`src/rtl/lcx_pkg.sv`:
```
package lcx_pkg;
  localparam int LINE_BYTES = 32;
  localparam int MIN_LINES  = 2;
  localparam int MAX_LINES  = 512;
  localparam int LINE_SH    = $clog2(LINE_BYTES);
endpackage

```
`src/rtl/lcx_rstsync.sv`:
```
module lcx_rstsync (
  input  logic clk,
  input  logic arst_n,
  output logic srst_n
);
  logic [1:0] sync_q;

  always_ff @(posedge clk or negedge arst_n) begin
    if (!arst_n) sync_q <= 2'b00;
    else         sync_q <= {sync_q[0], 1'b1};
  end

  assign srst_n = sync_q[1];
endmodule

```
`src/rtl/lcx_occ.sv`:
```
module lcx_occ #(
  parameter int OW = 32
) (
  input  logic          clk,
  input  logic          rst_n,
  input  logic          en,
  input  logic          clr,
  input  logic          tick,
  output logic [OW-1:0] cnt
);
  logic [OW-1:0] cnt_q, cnt_d;
  logic          cnt_ce;

  always_comb begin
    cnt_ce = clr | (en & tick);
    cnt_d  = clr ? '0 : cnt_q + OW'(1);
  end

  always_ff @(posedge clk or negedge rst_n) begin
    if (!rst_n)      cnt_q <= '0;
    else if (cnt_ce) cnt_q <= cnt_d;
  end

  assign cnt = cnt_q;

  AST_OCC_HOLD: assert property (@(posedge clk) disable iff (!rst_n)
    (!en && !clr) |=> $stable(cnt_q));
  AST_OCC_STEP: assert property (@(posedge clk) disable iff (!rst_n)
    (en && tick && !clr) |=> (cnt_q == $past(cnt_q) + OW'(1)));
  AST_OCC_CLEAR: assert property (@(posedge clk) disable iff (!rst_n)
    clr |=> (cnt_q == '0));
endmodule

```
`src/rtl/lcx_chan.sv`:
```
module lcx_chan #(
  parameter int AW        = 32,
  parameter int LW        = 10,
  parameter int BEAT_SH   = 3,
  parameter int LINE_SH   = 5,
  parameter int MIN_LINES = 2,
  parameter int MAX_LINES = 512
) (
  input  logic          clk,
  input  logic          rst_n,
  input  logic          start,
  input  logic [AW-1:0] cmd_addr,
  input  logic [LW-1:0] cmd_lines,
  input  logic          fire,
  output logic [AW-1:0] beat_addr,
  output logic          busy,
  output logic          done,
  output logic          err
);
  localparam int BPL_SH = LINE_SH - BEAT_SH;
  localparam int RW     = LW + BPL_SH;
  localparam int PW     = AW - BEAT_SH;

  logic [PW-1:0] ptr_q, ptr_d;
  logic [RW-1:0] rem_q, rem_d;
  logic          busy_q, busy_d, done_q, done_d, err_q, err_d;
  logic          in_range, ld_ok, ld_bad, step, upd;

  always_comb begin
    in_range = (cmd_lines >= LW'(MIN_LINES)) && (cmd_lines <= LW'(MAX_LINES));
    ld_ok    = start && !busy_q && in_range;
    ld_bad   = start && !busy_q && !in_range;
    step     = fire && busy_q;
    upd      = start | fire;
    ptr_d    = ptr_q;
    rem_d    = rem_q;
    busy_d   = busy_q;
    done_d   = done_q;
    err_d    = err_q;
    if (ld_ok) begin
      ptr_d  = {cmd_addr[AW-1:LINE_SH], {BPL_SH{1'b0}}};
      rem_d  = {cmd_lines, {BPL_SH{1'b0}}};
      busy_d = 1'b1;
      done_d = 1'b0;
      err_d  = 1'b0;
    end else if (ld_bad) begin
      done_d = 1'b0;
      err_d  = 1'b1;
    end else if (step) begin
      ptr_d = ptr_q + PW'(1);
      rem_d = rem_q - RW'(1);
      if (rem_q == RW'(1)) begin
        busy_d = 1'b0;
        done_d = 1'b1;
      end
    end
  end

  always_ff @(posedge clk or negedge rst_n) begin
    if (!rst_n) begin
      ptr_q  <= '0;
      rem_q  <= '0;
      busy_q <= 1'b0;
      done_q <= 1'b0;
      err_q  <= 1'b0;
    end else if (upd) begin
      ptr_q  <= ptr_d;
      rem_q  <= rem_d;
      busy_q <= busy_d;
      done_q <= done_d;
      err_q  <= err_d;
    end
  end

  assign beat_addr = {ptr_q, {BEAT_SH{1'b0}}};
  assign busy      = busy_q;
  assign done      = done_q;
  assign err       = err_q;

  AST_FIRE_NEEDS_BUSY: assert property (@(posedge clk) disable iff (!rst_n)
    fire |-> busy_q);
  AST_STOP_AT_COUNT: assert property (@(posedge clk) disable iff (!rst_n)
    (busy_q && fire && rem_q == RW'(1)) |=> (done_q && !busy_q));
  AST_BAD_COUNT: assert property (@(posedge clk) disable iff (!rst_n)
    (start && !busy_q && !in_range) |=> (err_q && !busy_q));
  AST_BUSY_IGNORE: assert property (@(posedge clk) disable iff (!rst_n)
    (busy_q && start && !fire) |=> ($stable(rem_q) && $stable(ptr_q)));
  AST_DONE_NOT_BUSY: assert property (@(posedge clk) disable iff (!rst_n)
    !(done_q && busy_q));
endmodule

```
`src/rtl/lcx_engine.sv`:
```
module lcx_engine #(
  parameter int AW = 32,
  parameter int DW = 64,
  parameter int LW = 10,
  parameter int OW = 32
) (
  input  logic          clk,
  input  logic          rst_n,
  input  logic          cmd_wr,
  input  logic          cmd_tx,
  input  logic [AW-1:0] cmd_addr,
  input  logic [LW-1:0] cmd_lines,
  output logic          mem_req,
  output logic          mem_we,
  output logic [AW-1:0] mem_addr,
  output logic [DW-1:0] mem_wdata,
  input  logic          mem_gnt,
  input  logic [DW-1:0] mem_rdata,
  output logic          tx_valid,
  output logic [DW-1:0] tx_data,
  input  logic          tx_ready,
  input  logic          rx_valid,
  input  logic [DW-1:0] rx_data,
  output logic          rx_ready,
  output logic          tx_busy,
  output logic          tx_done,
  output logic          tx_err,
  output logic          rx_busy,
  output logic          rx_done,
  output logic          rx_err,
  input  logic          occ_en,
  input  logic          occ_clr,
  output logic [OW-1:0] occ_count
);
  import lcx_pkg::*;

  localparam int BEAT_SH = $clog2(DW / 8);

  logic          srst_n;
  logic          tx_want, rx_want, tx_sel, rx_sel;
  logic          tx_fire, rx_fire, owned;
  logic [AW-1:0] tx_addr, rx_addr;

  lcx_rstsync u_rst (
    .clk    (clk),
    .arst_n (rst_n),
    .srst_n (srst_n)
  );

  lcx_chan #(
    .AW(AW), .LW(LW), .BEAT_SH(BEAT_SH), .LINE_SH(LINE_SH),
    .MIN_LINES(MIN_LINES), .MAX_LINES(MAX_LINES)
  ) u_tx (
    .clk       (clk),
    .rst_n     (srst_n),
    .start     (cmd_wr & cmd_tx),
    .cmd_addr  (cmd_addr),
    .cmd_lines (cmd_lines),
    .fire      (tx_fire),
    .beat_addr (tx_addr),
    .busy      (tx_busy),
    .done      (tx_done),
    .err       (tx_err)
  );

  lcx_chan #(
    .AW(AW), .LW(LW), .BEAT_SH(BEAT_SH), .LINE_SH(LINE_SH),
    .MIN_LINES(MIN_LINES), .MAX_LINES(MAX_LINES)
  ) u_rx (
    .clk       (clk),
    .rst_n     (srst_n),
    .start     (cmd_wr & ~cmd_tx),
    .cmd_addr  (cmd_addr),
    .cmd_lines (cmd_lines),
    .fire      (rx_fire),
    .beat_addr (rx_addr),
    .busy      (rx_busy),
    .done      (rx_done),
    .err       (rx_err)
  );

  always_comb begin
    rx_want   = rx_busy & rx_valid;
    tx_want   = tx_busy & tx_ready;
    rx_sel    = rx_want;
    tx_sel    = tx_want & ~rx_want;
    mem_req   = rx_want | tx_want;
    mem_we    = rx_sel;
    mem_addr  = rx_sel ? rx_addr : tx_addr;
    mem_wdata = rx_data;
    owned     = mem_req & mem_gnt;
    rx_fire   = rx_sel & mem_gnt;
    tx_fire   = tx_sel & mem_gnt;
    rx_ready  = rx_fire;
    tx_valid  = tx_fire;
    tx_data   = mem_rdata;
  end

  lcx_occ #(.OW(OW)) u_occ (
    .clk   (clk),
    .rst_n (srst_n),
    .en    (occ_en),
    .clr   (occ_clr),
    .tick  (owned),
    .cnt   (occ_count)
  );

  AST_ONE_STROBE: assert property (@(posedge clk) disable iff (!srst_n)
    !(tx_valid && rx_ready));
  AST_RX_WINS: assert property (@(posedge clk) disable iff (!srst_n)
    tx_valid |-> !(rx_busy && rx_valid));
  AST_TX_THROTTLE: assert property (@(posedge clk) disable iff (!srst_n)
    (mem_req && !mem_we) |-> tx_ready);
  AST_RX_THROTTLE: assert property (@(posedge clk) disable iff (!srst_n)
    (mem_req && mem_we) |-> rx_valid);
endmodule

```
`config.mk`:
```
export PLATFORM = sky130hd
export DESIGN_NAME = lcx_engine
export DESIGN_NICKNAME = d
export VERILOG_FILES = /design/src/rtl/lcx_pkg.sv /design/src/rtl/lcx_rstsync.sv /design/src/rtl/lcx_occ.sv /design/src/rtl/lcx_chan.sv /design/src/rtl/lcx_engine.sv
export SDC_FILE = /design/constraint.sdc
export NUM_CORES = 1
export LEC_CHECK = 0
export ABC_AREA = 1
export ABC_CLOCK_PERIOD_IN_PS = 9400
export BUFFER_PORTS_ARGS = -buffer_cell sky130_fd_sc_hd__buf_2
export CORE_ASPECT_RATIO = 1.1
export CORE_UTILIZATION = 43
export DETAILED_ROUTE_END_ITERATION = 6
export PLACE_DENSITY = 0.79
export SYNTH_ARGS = -nofsm -noshare
export SYNTH_HDL_FRONTEND = slang
export SYNTH_SLANG_ARGS = --single-unit
```
`constraint.sdc`:
```
create_clock -name clk -period 9.4 [get_ports clk]
set_clock_uncertainty 0.2 [all_clocks]
set_input_delay 1.41 -clock clk [delete_from_list [all_inputs] [get_ports clk]]
set_output_delay 1.41 -clock clk [all_outputs]
set_load 0.02 [all_outputs]
```
After elaboration in Yosys (flattened, before gate mapping)
Index checks and enable logic that the tools add are counted.
- word-level logic and storage cells: 102
- input bits: 179
- output and inout port bits: 202
- flip-flop bits (word level): 122
- reduce and logical (&&, ||, !) cells: 30
- $lt $le $gt $ge: 2
- mux-type cells: 34
- add/sub/neg operators: 5
- bitwise logic cells: 15
- equality and inequality tests: 4
- operator list (operator ; number):
    two-way mux 29 bit ; 6
    two-way mux 12 bit ; 6
    two-way mux 32 bit ; 2
    adder 29 x 1 -> 29 bit, second input constant ; 2
    adder 32 x 1 -> 32 bit, second input constant ; 1
    equality test 12 x 1 -> 1 bit, second input constant ; 2
    subtractor 12 x 1 -> 12 bit, second input constant ; 2
    two-way mux 1 bit ; 20
    AND reduction 3 bit ; 4
    nonzero test 2 bit ; 6
    nonzero test 3 bit ; 4
    >= comparator 10 x 2 -> 1 bit, second input constant ; 1
    less-or-equal comparator 10 bit, second input constant ; 1
    AND 1 bit ; 9
    logical AND 1 bit ; 9
    AND reduction 4 bit ; 2
    != test 2 x 1 -> 1 bit, second input constant ; 2
    OR 1 bit ; 4
    AND reduction 2 bit ; 2
    zero test 1 bit ; 3
    inverter 1 bit ; 2

Logic depth before layout (Yosys ltp)
- depth in word-level cells: 8
- depth in mapped cells: 11
- gate-level depth less buffers: 10

Modules after synthesis
A second synthesis with hierarchy kept.
- cells, all modules: 1438
- area total of the unflattened synthesis: 9819.4 um2
- by module, submodules not included (module ; sequential area each (um2) ; cells an instance ; instances ; area each (um2)):
    lcx_chan ; 1101.1 ; 450 ; 2 ; 3126.7
    lcx_occ ; 800.8 ; 287 ; 1 ; 1985.7
    lcx_engine ; 0.0 ; 248 ; 1 ; 1526.5
    lcx_rstsync ; 50.0 ; 3 ; 1 ; 53.8

Worst setup path after synthesis
No wires, ideal clock.
- kind: input to output
- from: input rx_valid
- to: output mem_addr[11]
- path slack: 5.191 ns
- path buffers: 2
- data required time: 7.790 ns
- arrival: 2.599 ns
- cell stages on the path: 5
- path through: nand2_1 buf_2 inv_1 clkbuf_1 o21ai_0
- longest elaborated chain between the ends: 2
- ends and longest elaborated chain (what ; line ; RTL):
    from (decl) ; lcx_engine.sv:22 ; input logic rx_valid,
    AND 1 bit ; lcx_engine.sv:83 ; rx_want = rx_busy & rx_valid;
    named net mem_we ; lcx_engine.sv:14 ; output logic mem_we,
    two-way mux 32 bit ; lcx_engine.sv:89 ; mem_addr = rx_sel ? rx_addr : tx_addr;
    to (decl) ; lcx_engine.sv:15 ; output logic [AW-1:0] mem_addr,
The timed path passes the listed nets, and every way through them passes these cells.

Worst setup path in the final report
- from: input rx_valid
- to: output tx_valid
- longest elaborated chain between the ends: 4
- ends and longest elaborated chain (what ; line ; RTL):
    AND 1 bit ; lcx_engine.sv:83 ;
    inverter 1 bit ; lcx_engine.sv:86 ; tx_sel = tx_want & ~rx_want;
    AND 1 bit ; lcx_engine.sv:86 ;
    AND 1 bit ; lcx_engine.sv:93 ; tx_fire = tx_sel & mem_gnt;
    to (decl) ; lcx_engine.sv:19 ; output logic tx_valid,
No other way between the ends.

==> flow_metrics.py <==
metrics = {
    "timing": {
        "tns_ns": 0,
        "fmax_ghz": 0.197,
        "min_period_ns": 5.07,
        "fin_ws_ns": 4.33,
        "relSlewSlack_pct": 28.7,
        "period_share_pct": 54.0,
        "hold_violations": 0,
        "finalSetupViolCount": 0,
        "whs_ns": 0.148,
        "final_max_slew_viol_count": 0,
        "tightest_slew_ns": 1.07,
        "rsz0062_at_grt": "false",
    },
    "hold_path": {
        "min_path_cells": 0,
        "min-delay-path-class": "reg -> reg",
        "hp-start": "u_rst.sync_q[0]",
    },
    "setup_path": {
        "reg2reg_depth": 9,
        "rr_startpoint": "u_rx.busy",
        "required_ns": 7.79,
        "cp-end-kind": "output port",
        "cp.arrival_ns": 3.46,
        "crit_type": "in -> out",
        "critical_path.startpoint": "rx_valid",
        "crit_fanout": 49,
        "start_kind": "input port",
    },
    "place": {
        "dp_slack_ns": 4.32,
        "portBuffers": 116,
        "gp_congestion": 0.995,
        "dpl.hpwl_um": 22500,
    },
    "clock_network": {
        "cts_tree": "built",
        "clk-insertion-delay-late_ns": 0.43,
        "clockBufferDepth": 2,
        "cts.sinks": 122,
        "htree_levels": 4,
        "clockRootBuffer": "clkbuf_16",
        "cts_resized": 0,
        "clk_pin_slew_ns": 0.06,
        "ctsHoldBuffers": 0,
        "cts_made_buffers": 17,
        "cts_setup_buffers": 0,
    },
    "die": {
        "dieArea_um2": 22300,
        "rows": 56,
        "num_io_pins": 381,
        "fp.dieH_um": 157,
        "fp.dieW_um": 143,
        "start_util_pct": 43.9,
        "core_um2": 21300,
    },
    "pwr": {
        "leakage_nw": 4.53,
        "power_density_nw_per_um2": 249,
        "ir_drop_uv": 165,
    },
    "yosys": {
        "netlist_area_um2": 9350,
        "ys_ff_latch": 122,
        "ys_types": 39,
        "syn_inst": 1449,
        "yosys_warnings": 0,
        "seq_area_frac_synth_pct": 32.7,
        "syn_avg_cell_area_um2": 6.45,
    },
    "grt": {
        "antenna_found_initial": 3,
        "grtUsageTotal_pct": 26.6,
        "grt_pass1_wl_um": 45000,
        "first_global_vias": 8406,
        "overflow": 0,
        "grt_max_degree": 63,
    },
    "routing": {
        "detail-route-antenna-nets": 0,
        "vias": 9200,
        "drt_iter0_drc": 800,
        "viasPerCell": 5.32,
        "drt_wl_total_um": 29300,
        "wl_per_cell_um": 17.0,
        "dr.pass1.iters": 6,
        "drc_errors": 0,
    },
    "run": {
        "maxCapViolCount": 0,
    },
    "layout": {
        "syn2layout_area_growth_pct": 4.10,
        "layout-drive-gt1-share_pct": 12.7,
        "nNetsFinal": 1609,
        "n_fill_cell": 2227,
    },
    "run_status": {
        "status": "completed",
    },
}
final timing paths:
check                                        to  slack [ns]
min in group asynchronous         u_occ.cnt[29]        0.23
max in group asynchronous        u_rx.ptr_q[20]        7.42
worst max-delay path                   tx_valid        4.33
worst min-delay path            u_rst.sync_q[1]        0.15
worst max register to register    u_tx.rem_q[5]        6.39
worst min register to register  u_rst.sync_q[1]        0.15
cell type report:
cell class | instances | area (um^2) | area share, %
clock buffers | 17 | 425 | 4.37
repair buffers | 123 | 633 | 6.51
inverters | 121 | 457 | 4.69
flip-flops and latches | 122 | 3060 | 31.4
clock inverters | 15 | 119 | 1.22
diodes | 2 | 5.00 | 0.0514
well taps | 290 | 363 | 3.73
multi-input cells | 1038 | 4670 | 48.0
cell usage after synthesis, drive strengths merged:
| cell | count | share of area, % |
|---|---|---|
| or2 | 3 | 0.20 |
| a31oi | 2 | 0.13 |
| clkbuf | 13 | 0.52 |
| o21a | 2 | 0.16 |
| xor2 | 24 | 2.2 |
| xnor2 | 10 | 0.94 |
| and3 | 1 | 0.067 |
| conb | 2 | 0.080 |
| inv | 120 | 4.8 |
| nor3 | 14 | 0.91 |
| a211oi | 1 | 0.080 |
| nand3b | 9 | 0.72 |
| buf | 157 | 12 |
| nand3 | 135 | 7.3 |
| ha | 7 | 0.94 |
| o211ai | 10 | 0.80 |
| o21bai | 1 | 0.080 |
| clkinv | 1 | 0.040 |
| o21ai | 72 | 4.0 |
| a21oi | 21 | 1.2 |
| nand2 | 502 | 20 |
| nand4 | 24 | 1.6 |
| nor2 | 194 | 8.0 |
| dfrtp | 122 | 33 |
| o22ai | 2 | 0.13 |
kinds of logic (layout without fill, tap and decap cells):
group                    Yosys count  after routing  synth area share, %
AND/OR/NAND/NOR                  882            882                 39.1
flip-flops                       122            122                 32.7
adder cells (fa/ha/maj)            7              7                0.937
AO/OA/AOI/OAI                    111            111                 6.57
other                              2              6               0.0804
buffers and inverters            291            276                 17.4
XOR/XNOR                          34             34                 3.19
power by group:
group,internal (mW),switching [mW]
Clock,0.341,0.272
Combinational,0.301,0.597
Sequential,0.687,0.224
through the flow:
stage	cell area [um^2]	utilization [%]	total power [mW]	cells
2_1_floorplan	9350	-	1.57	1451
3_3_place_gp	9180	43.1	1.77	1694
3_5_place_dp	9180	43.1	1.79	1694
4_1_cts	9720	45.7	2.41	1726
5_1_grt	9720	45.7	2.58	1726
6_report	9730	45.7	2.42	1728
metal layers:
layer / vias to the layer above / track usage (%) / part of all wire (%) / routed length, um
met3: 87 / 8.75 / 12 / 3570
li1: 4404 / - / - / -
met4: 4 / 13.1 / 4.3 / 1260
met1: 4184 / 31.3 / 38 / 11200
met5: - / 0 / 0.082 / 24
met2: 521 / 43.3 / 45 / 13200
cells in the final DEF (no fill, tap or decap), types with 3 or more instances in the layout:
master and count:
a21oi_1 19, buf_2 116, buf_4 7, clkbuf_16 17, clkinvlp_4 6, conb_1 4, dfrtp_1 121, ha_1 7
inv_1 114, inv_2 5, inv_6 5, nand2_1 497, nand2_2 4, nand3_1 134, nand3b_1 9, nand4_1 24
nor2_1 187, nor2_2 7, nor3_1 11, nor3_2 3, o211ai_1 10, o21ai_0 65, o21ai_1 6, xnor2_1 10
xor2_1 24
registers in the layout (all words and copies together) (netlist names), 2 cells and up:
register and cells:
u_tx.ptr_q 29, u_rx.ptr_q 29, u_rst.sync_q 2, u_occ.cnt 32, u_rx.rem_q 12, u_tx.rem_q 12
critical path, cell delays in order:
cell     delay [ns]
buf_2          0.09
nand2_1        0.05
buf_4          0.40
nand4_1        0.14
buf_4          0.25
inv_1          0.78
buf_2          0.31
No activity file was read; power rests on OpenSTA's default activity.
